**src/rtl/stream_guard_pkg.sv**
```systemverilog
package stream_guard_pkg;

    // Extra left shift applied to the base limit for each limit code.
    function automatic int unsigned limit_shift(input logic [2:0] code);
        case (code)
            3'd0:    return 0;
            3'd1:    return 1;
            3'd2:    return 2;
            3'd3:    return 4;
            3'd4:    return 6;
            3'd5:    return 8;
            3'd6:    return 10;
            default: return 11;
        endcase
    endfunction

    typedef struct packed {
        logic lockout;
        logic cause_data;
    } guard_flags_t;

endpackage

```
**src/rtl/sg_limit_decode.sv**
```systemverilog
module sg_limit_decode #(
    parameter int BASE_LOG2 = 10,
    parameter int CW        = BASE_LOG2 + 12
) (
    input  logic [2:0]    code,
    output logic [CW-1:0] limit
);
    import stream_guard_pkg::*;

    localparam logic [CW-1:0] ONE = CW'(1);

    always_comb begin
        limit = ONE << (BASE_LOG2 + int'(limit_shift(code)));
    end

endmodule

```
**src/rtl/sg_activity.sv**
```systemverilog
module sg_activity #(
    parameter int QUIET_CLKS = 16,
    parameter int QW         = $clog2(QUIET_CLKS + 1)
) (
    input  logic clk,
    input  logic rst_n,
    input  logic port_ce,
    input  logic data_in,
    output logic active
);
    localparam logic [QW-1:0] QMAX = QW'(QUIET_CLKS);

    typedef struct packed {
        logic          prev;
        logic [QW-1:0] quiet;
    } act_state_t;

    act_state_t cur_q, nxt_d;
    logic       edge_now;

    always_comb begin
        nxt_d    = cur_q;
        edge_now = port_ce && (data_in != cur_q.prev);
        if (port_ce) begin
            nxt_d.prev = data_in;
            if (edge_now)
                nxt_d.quiet = '0;
            else if (cur_q.quiet != QMAX)
                nxt_d.quiet = cur_q.quiet + QW'(1);
        end
        active = edge_now || (cur_q.quiet != QMAX);
    end

    always_ff @(posedge clk or negedge rst_n) begin
        if (!rst_n) begin
            cur_q.prev  <= 1'b0;
            cur_q.quiet <= QMAX;
        end else begin
            cur_q <= nxt_d;
        end
    end

    AST_QUIET_BOUND: assert property (@(posedge clk) disable iff (!rst_n)
        cur_q.quiet <= QMAX);
    AST_QUIET_ON_CE: assert property (@(posedge clk) disable iff (!rst_n)
        !port_ce |=> $stable(cur_q.quiet));

endmodule

```
**src/rtl/stream_guard.sv**
```systemverilog
module stream_guard #(
    parameter int BASE_LOG2  = 10,
    parameter int QUIET_CLKS = 16
) (
    input  logic       clk,
    input  logic       rst_n,
    input  logic       port_ce,
    input  logic       rts,
    input  logic       data_in,
    input  logic [2:0] limit_code,
    input  logic       guard_en,
    input  logic       chan_disable,
    output logic       lockout,
    output logic       stream_ind
);
    import stream_guard_pkg::*;

    localparam int CW = BASE_LOG2 + 12;

    typedef struct packed {
        logic [CW-1:0] count;
        guard_flags_t  flags;
    } guard_state_t;

    guard_state_t  cur_q, nxt_d;
    logic [CW-1:0] limit;
    logic          data_active;
    logic          holding;
    logic          release_ok;

    sg_limit_decode #(.BASE_LOG2(BASE_LOG2), .CW(CW)) u_limit (
        .code  (limit_code),
        .limit (limit)
    );

    sg_activity #(.QUIET_CLKS(QUIET_CLKS)) u_act (
        .clk     (clk),
        .rst_n   (rst_n),
        .port_ce (port_ce),
        .data_in (data_in),
        .active  (data_active)
    );

    always_comb begin
        nxt_d      = cur_q;
        holding    = guard_en && !chan_disable && !cur_q.flags.lockout
                     && (rts || data_active);
        release_ok = !rts && (!cur_q.flags.cause_data || !data_active);
        if (!guard_en) begin
            nxt_d.count      = '0;
            nxt_d.flags      = '0;
        end else if (cur_q.flags.lockout) begin
            nxt_d.count = '0;
            if (release_ok) begin
                nxt_d.flags = '0;
            end
        end else if (holding) begin
            if (port_ce) begin
                if (cur_q.count == limit - CW'(1)) begin
                    nxt_d.count            = '0;
                    nxt_d.flags.lockout    = 1'b1;
                    nxt_d.flags.cause_data = data_active;
                end else begin
                    nxt_d.count = cur_q.count + CW'(1);
                end
            end
        end else begin
            nxt_d.count = '0;
        end
    end

    always_ff @(posedge clk or negedge rst_n) begin
        if (!rst_n) begin
            cur_q <= '0;
        end else begin
            cur_q <= nxt_d;
        end
    end

    assign lockout    = cur_q.flags.lockout;
    assign stream_ind = cur_q.flags.lockout;

    AST_OFF_NO_LOCK: assert property (@(posedge clk) disable iff (!rst_n)
        !guard_en |=> !lockout);
    AST_LOCK_AT_LIMIT: assert property (@(posedge clk) disable iff (!rst_n)
        $rose(lockout) |-> $past(cur_q.count) == $past(limit) - CW'(1));
    AST_COUNT_BELOW_LIMIT: assert property (@(posedge clk) disable iff (!rst_n)
        cur_q.count < limit || $changed(limit_code));
    AST_RTS_HOLDS_LOCK: assert property (@(posedge clk) disable iff (!rst_n)
        lockout && rts && guard_en |=> lockout);
    AST_DATA_HOLDS_LOCK: assert property (@(posedge clk) disable iff (!rst_n)
        lockout && cur_q.flags.cause_data && data_active && guard_en |=> lockout);
    AST_DISABLE_NO_COUNT: assert property (@(posedge clk) disable iff (!rst_n)
        chan_disable && !lockout |=> cur_q.count == '0);
    AST_IND_TRACKS: assert property (@(posedge clk) disable iff (!rst_n)
        stream_ind == lockout);

endmodule

```
**config.mk**
```make
export PLATFORM = sky130hd
export DESIGN_NAME = stream_guard
export DESIGN_NICKNAME = d
export VERILOG_FILES = /design/src/rtl/stream_guard_pkg.sv /design/src/rtl/sg_limit_decode.sv /design/src/rtl/sg_activity.sv /design/src/rtl/stream_guard.sv
export SDC_FILE = /design/constraint.sdc
export NUM_CORES = 1
export LEC_CHECK = 0
export CAP_MARGIN = 20
export CORE_UTILIZATION = 30
export CTS_CLUSTER_DIAMETER = 150
export DETAILED_ROUTE_END_ITERATION = 7
export PLACE_DENSITY = 0.53
export SYNTH_ARGS = -nofsm -noshare
export SYNTH_HDL_FRONTEND = slang
export SYNTH_SLANG_ARGS = --single-unit
```
**constraint.sdc**
```tcl
create_clock -name clk -period 2.1 [get_ports clk]
set_input_delay 0.42 -clock clk [delete_from_list [all_inputs] [get_ports clk]]
set_output_delay 0.42 -clock clk [all_outputs]
set_load 0.01 [all_outputs]
```
== Word-level counts from Yosys, hierarchy flattened ==
Cells that the tools add are included.
Word-level totals
  flip-flop bits (word level): 30
  bits in latches: 0
  memory bits (writable): 0
  memory bits (read-only): 0
  input port bits: 10
  output and inout bits: 2
  logic and storage cells: 52
  memories: 0
Operators by class
  $add $sub $neg: 4
  $mul: 0
  divide/modulo/power cells: 0
  $lt $le $gt $ge: 0
  equal/unequal tests: 14
  shifts and indexed selects: 1
  muxes and demuxes: 11
  bitwise operators: 0
  reductions and logical operators: 17
Operator list (count)
  two-way mux 24 bit: 3
  two-way mux 22 bit: 2
  left shift 1 x 32 -> 22 bit, first input constant: 1
  case mux 4 bit (7 select lines): 1
  adder 22 x 1 -> 22 bit, second input constant: 1
  equality test 22 bit: 1
  subtractor 22 x 1 -> 22 bit, second input constant: 1
  two-way mux 5 bit: 2
  equality test 3 bit, second input constant: 3
  equality test 3 x 2 -> 1 bit, second input constant: 2
  two-way mux 2 bit: 3
  inequality test 3 x 1 -> 1 bit, second input constant: 2
  inequality test 3 x 2 -> 1 bit, second input constant: 2
  adder 4 x 4 -> 5 bit, first input constant: 1
  adder 5 x 1 -> 5 bit, second input constant: 1
  logical AND 1 bit: 5
  zero test 1 bit: 5
  inequality test 5 bit, second input constant: 1
  inequality test 4 bit, second input constant: 1
  AND reduction 4 bit: 1
  equality test 3 x 1 -> 1 bit, second input constant: 1
  zero test 3 bit: 1
  logical OR 1 bit: 3
  AND reduction 2 bit: 1
  other kinds (2): 2

== Depth between registers and ports, before layout ==
  depth after elaboration: 11
  mapped depth: 14
  mapped depth without buffers: 11

== Cells and area by module ==
From an unflattened synthesis, not the netlist that was laid out.
Second synthesis, totals
  cells, all modules: 346
  area, all modules: 2735.1 um^2
Modules (own cells, without submodules)
  stream_guard: instances 1, cells each 272, area each 2123.3 um^2, seq. area each 600.6 um^2
  sg_activity: instances 1, cells each 32, area each 345.3 um^2, seq. area each 151.4 um^2
  sg_limit_decode: instances 1, cells each 42, area each 266.5 um^2, seq. area each 0.0 um^2

== Least setup slack after synthesis ==
No wires, ideal clock.
  kind: input -> register
  from: input port limit_code[2]
  to: register cur_q[18] (netlist name)
  setup time: 0.076 ns
  arrival time: 2.877 ns
  data required time: 2.024 ns
  setup slack: -0.853 ns
  cell stages on the path: 14
  path buffers: 4
  path through: buf_6 -> buf_6 -> nor2_1 -> o21ai_0 -> ha_1 -> buf_4 -> or4b_4 -> o211ai_2 -> xnor2_1 -> nor4_4 -> and3_1 -> buf_6 -> or4_1 -> o21ai_1
Between the ends
  word-level cells in the longest chain between the ends: 11
  elaborated cells on any way between the ends: 17
  classes of those cells: add/sub (2); eq/ne (7); shift (1); mux (6); reduce/logical (1)
RTL lines
  start, declared: line stream_guard.sv:10  | input logic [2:0] limit_code,
  equality test 3 bit (tied with other cells): line stream_guard_pkg.sv:5  | case (code)
  case mux 4 bit (7 select lines) (*): line stream_guard_pkg.sv:5
  adder 4 x 4 -> 5 bit (*): line sg_limit_decode.sv:13  | limit = ONE << (BASE_LOG2 + int'(limit_shift(code)));
  left shift 1 x 32 -> 22 bit (*): line sg_limit_decode.sv:13
  subtractor 22 x 1 -> 22 bit (*): line stream_guard.sv:59  | if (cur_q.count == limit - CW'(1)) begin
  equality test 22 bit (*): line stream_guard.sv:59
  two-way mux 22 bit (*): line stream_guard.sv:59
  two-way mux 24 bit (*): line stream_guard.sv:58  | if (port_ce) begin
  two-way mux 22 bit (*): line stream_guard.sv:57  | end else if (holding) begin
  two-way mux 24 bit (*): line stream_guard.sv:52  | end else if (cur_q.flags.lockout) begin
  two-way mux 24 bit (*): line stream_guard.sv:49  | if (!guard_en) begin
  end signal, assigned: line stream_guard.sv:76  | cur_q <= nxt_d;
  end, declared: line stream_guard.sv:25  | guard_state_t cur_q, nxt_d;
Mark *: on every way between the ends. The rest lies on a longest branch, timed or not. The select of a mux whose other input is x is not followed.
A chain may end at the register's enable or synchronous reset.

== Worst setup path in the final report ==
  from: input port limit_code[1]
  to: register cur_q[21] (netlist name)
Same word-level chain as after synthesis.

==> flow_metrics.py <==
metrics = {
    "outcome": {
        "outcome": "finished, violations left",
        "violations": "negative setup slack",
    },
    "cts": {
        "insertion_delay_ns": 0.30,
        "clk_pin_slew_ns": 0.08,
        "cts_buffers": 5,
        "htree_num_levels": 2,
        "postCtsHoldBufs": 0,
        "tritoncts": "yes",
        "clockRootBuffer": "clkbuf_8",
        "cts_sinks": 30,
        "clock_path_buffers": 2,
    },
    "sta": {
        "fin_crit_ns": 2.44,
        "setup_viol": 21,
        "fmax_mhz": 411,
        "max_slew_margin_pct": 70.2,
        "fin_crit_sh_pct": 116,
        "tightest_slew_ns": 0.442,
        "setup_tns_ns": -5.21,
        "maxSlewViolCount": 0,
        "hold_viol": 0,
        "skew_ns": 0.0138,
        "setup_ws_ns": -0.336,
        "rsz0062_at_grt": "true",
    },
    "synthesis": {
        "syn-num-nets": 270,
        "synth_cell_type_count": 55,
        "syn_inst": 256,
        "async_flop_share_pct": 100,
        "ys_ff_latch": 30,
        "yosysSeqAreaShare_pct": 34.1,
        "synth_edf_count": 0,
        "syn_area_um2": 2200,
        "syn_avg_cell_area_um2": 8.60,
        "synthFlopType": "dfrtp_1",
        "yosysWarnings": 0,
    },
    "pwr": {
        "p_total_uw": 1400,
        "leakagePower_uw": 0.00135,
        "powerDensity_nw_per_um2": 440,
        "vdd_drop_max_v": 0.000152,
    },
    "setup_path": {
        "worstSetupPathType": "primary input to register",
        "critPathMaxFanout": 5,
        "worst_setup_path_end_kind": "register",
        "critical_path.top_delay_family": "simple AND/OR/NAND/NOR gates",
        "arrival_ns": 2.62,
        "cp.buffers_inverters": 2,
        "cp_cell_sequence": "buf_8 > nor2_2 > o21ai_2 > ha_4 > buf_6 > nand2b_4 > mux2_2 > o211ai_2 > nor4b_4 > and3_4 > nor2_4 > a221o_1",
        "worst_setup_path_start_kind": "primary input",
        "cp_slowest_cell": "nor4b_4",
        "max_stage_delay_ns": 0.37,
        "cp.required_ns": 2.29,
    },
    "floorplanning": {
        "die_y_um": 87.7,
        "die_area_um2": 7690,
        "die_w_um": 87.7,
        "core_area_um2": 6940,
        "pin_count": 12,
        "num_rows": 30,
        "start_util_pct": 31.7,
    },
    "layout": {
        "syn_to_final_growth_pct": 44.2,
        "register_area_um2": 752,
        "drive_gt1_share_pct": 39.8,
        "stdcell_count": 425,
        "multi_input_area_um2": 1490,
        "nets": 342,
        "fillers": 700,
        "antenna_cells": 0,
    },
    "flow_run": {
        "drv_cap": 0,
    },
    "detailed_routing": {
        "ant_nets": 0,
        "vias_per_cell": 5.07,
        "vias": 2153,
        "drtPass1Iterations": 4,
        "drt_iter0_markers": 115,
        "drc": 0,
        "wl_mm": 5.67,
        "wl_per_cell_um": 13.3,
    },
    "place": {
        "place.gp.congestion": 0.801,
        "numPortBuffers": 11,
        "dp_hpwl_mm": 3.91,
        "placed_cells": 409,
    },
    "grt": {
        "grt_pass1_wl_mm": 9.40,
        "grt_usage_pct": 16.0,
        "grt_pass1_vias": 2007,
        "grt_max_degree": 31,
        "antenna_found_initial": 0,
        "grt_overflow": 0,
    },
    "hold_path": {
        "hold_class": "primary input to asynchronous set/reset pin",
    },
}
## state kept, by name, indices dropped and copies added, names as in the netlist
signal	cells
lockout	1
u_act.cur_q	6
cur_q	23
## synthesized netlist by cell type (all sizes together) (3+ instances only)
library cell | number | share of area (%)
xnor2 | 9 | 3.6
nor3b | 4 | 1.4
nor2b | 3 | 0.85
xor2 | 4 | 1.6
buf | 10 | 4.3
o31ai | 3 | 1.0
nor4 | 5 | 2.1
or4 | 3 | 1.0
inv | 9 | 1.5
nand3 | 14 | 3.2
a211o | 3 | 1.2
dfrtp | 29 | 33
nand2b | 4 | 1.1
nand4 | 6 | 1.7
clkbuf | 8 | 2.9
nor2 | 22 | 4.1
and3 | 6 | 1.8
ha | 4 | 2.3
a221o | 3 | 1.4
a31oi | 4 | 1.1
o21ai | 24 | 5.5
a21oi | 8 | 1.8
nor3 | 10 | 2.8
or3 | 3 | 0.85
o211ai | 5 | 2.8
nand2 | 29 | 4.9
## routing by layer
metal | wire (um) | track usage (%) | vias to the layer above | share of wire (%)
met3 | 156 | 3.20 | 9 | 2.8
met1 | 2890 | 22.3 | 1035 | 51
met5 | 0 | 0 | - | 0
met2 | 2530 | 24.4 | 34 | 45
met4 | 92 | 5.66 | 0 | 1.6
li1 | - | - | 1075 | -
## stage by stage
| step | hold WS (ns) | area, um^2 | setup slack (ns) | util, % |
|---|---|---|---|---|
| final | 0.531 | 3180 | -0.336 | 45.7 |
| after detailed placement | 0.520 | 2800 | -1.36 | 40.3 |
| after CTS | 0.536 | 3080 | -0.407 | 44.3 |
| after global placement | 0.511 | 2800 | -1.28 | 40.3 |
| after global routing | 0.557 | 3180 | -0.445 | 45.7 |
| after floorplan | 0.124 | 2230 | -0.782 | - |
## final cells by class
| class | instances | share of cell area (%) |
|---|---|---|
| inverters | 9 | 1.06 |
| well taps | 96 | 3.78 |
| flip-flops and latches | 30 | 23.7 |
| multi-input cells | 200 | 46.8 |
| clock buffers | 6 | 2.29 |
| clock inverters | 2 | 0.315 |
| repair buffers | 82 | 22.1 |
## kinds of logic (layout without fill, tap and decap cells)
logic type,after synthesis,after routing,share of synthesized area [%]
xor+xnor,13,13,5.17
simple gates,117,118,28.9
flops,30,30,34.1
buf+inv,27,99,8.75
fa+ha+maj,4,4,2.27
compound gates,63,63,19.7
mux,2,2,1.02
## cell usage in the layout (no fill, tap or decap), drive strengths merged, types with 2 or more instances in the layout
master / instances
a211o: 3
a211oi: 2
a21o: 2
a21oi: 8
a221o: 3
a31oi: 4
and3: 7
buf: 74
clkbuf: 6
clkdlybuf4s50: 8
clkinv: 2
dfrtp: 29
ha: 4
inv: 9
mux2: 2
nand2: 29
nand2b: 4
nand3: 14
nand3b: 2
nand4: 6
nor2: 22
nor2b: 3
nor3: 10
nor3b: 4
nor4: 5
nor4b: 2
o211ai: 5
o21ai: 24
o31ai: 3
or2: 2
or3: 3
or4: 3
xnor2: 9
xor2: 4
## repair_timing
| action | 4_1_cts | 5_1_grt |
|---|---|---|
| cloned | 1 | 0 |
| pin swaps | 27 | 6 |
| setup buffers | 3 | 4 |
| gates resized for setup | 58 | 17 |
| setup endpoints to repair | 21 | 21 |
## final timing paths
check                                    start              to  slack (ns)  cells after the start
worst max-delay path             limit_code[1]       cur_q[21]       -0.34                     12
worst min-delay path                     rst_n         lockout        0.53                      2
worst max register to register        cur_q[2]       cur_q[21]       -0.16                      8
worst min register to register  u_act.cur_q[5]  u_act.cur_q[5]        0.53                      1
max in group asynchronous                rst_n  u_act.cur_q[4]        1.24                      2
min in group clk                u_act.cur_q[5]  u_act.cur_q[5]        0.53                      1
## power breakdown
group	total, uW	leakage (uW)	internal [uW]	switching (uW)
Combinational	319	0.000894	161	158
Clock	471	0.0000450	230	241
Sequential	607	0.000411	593	13.5
Note: power is estimated with default switching activity, not from simulation.
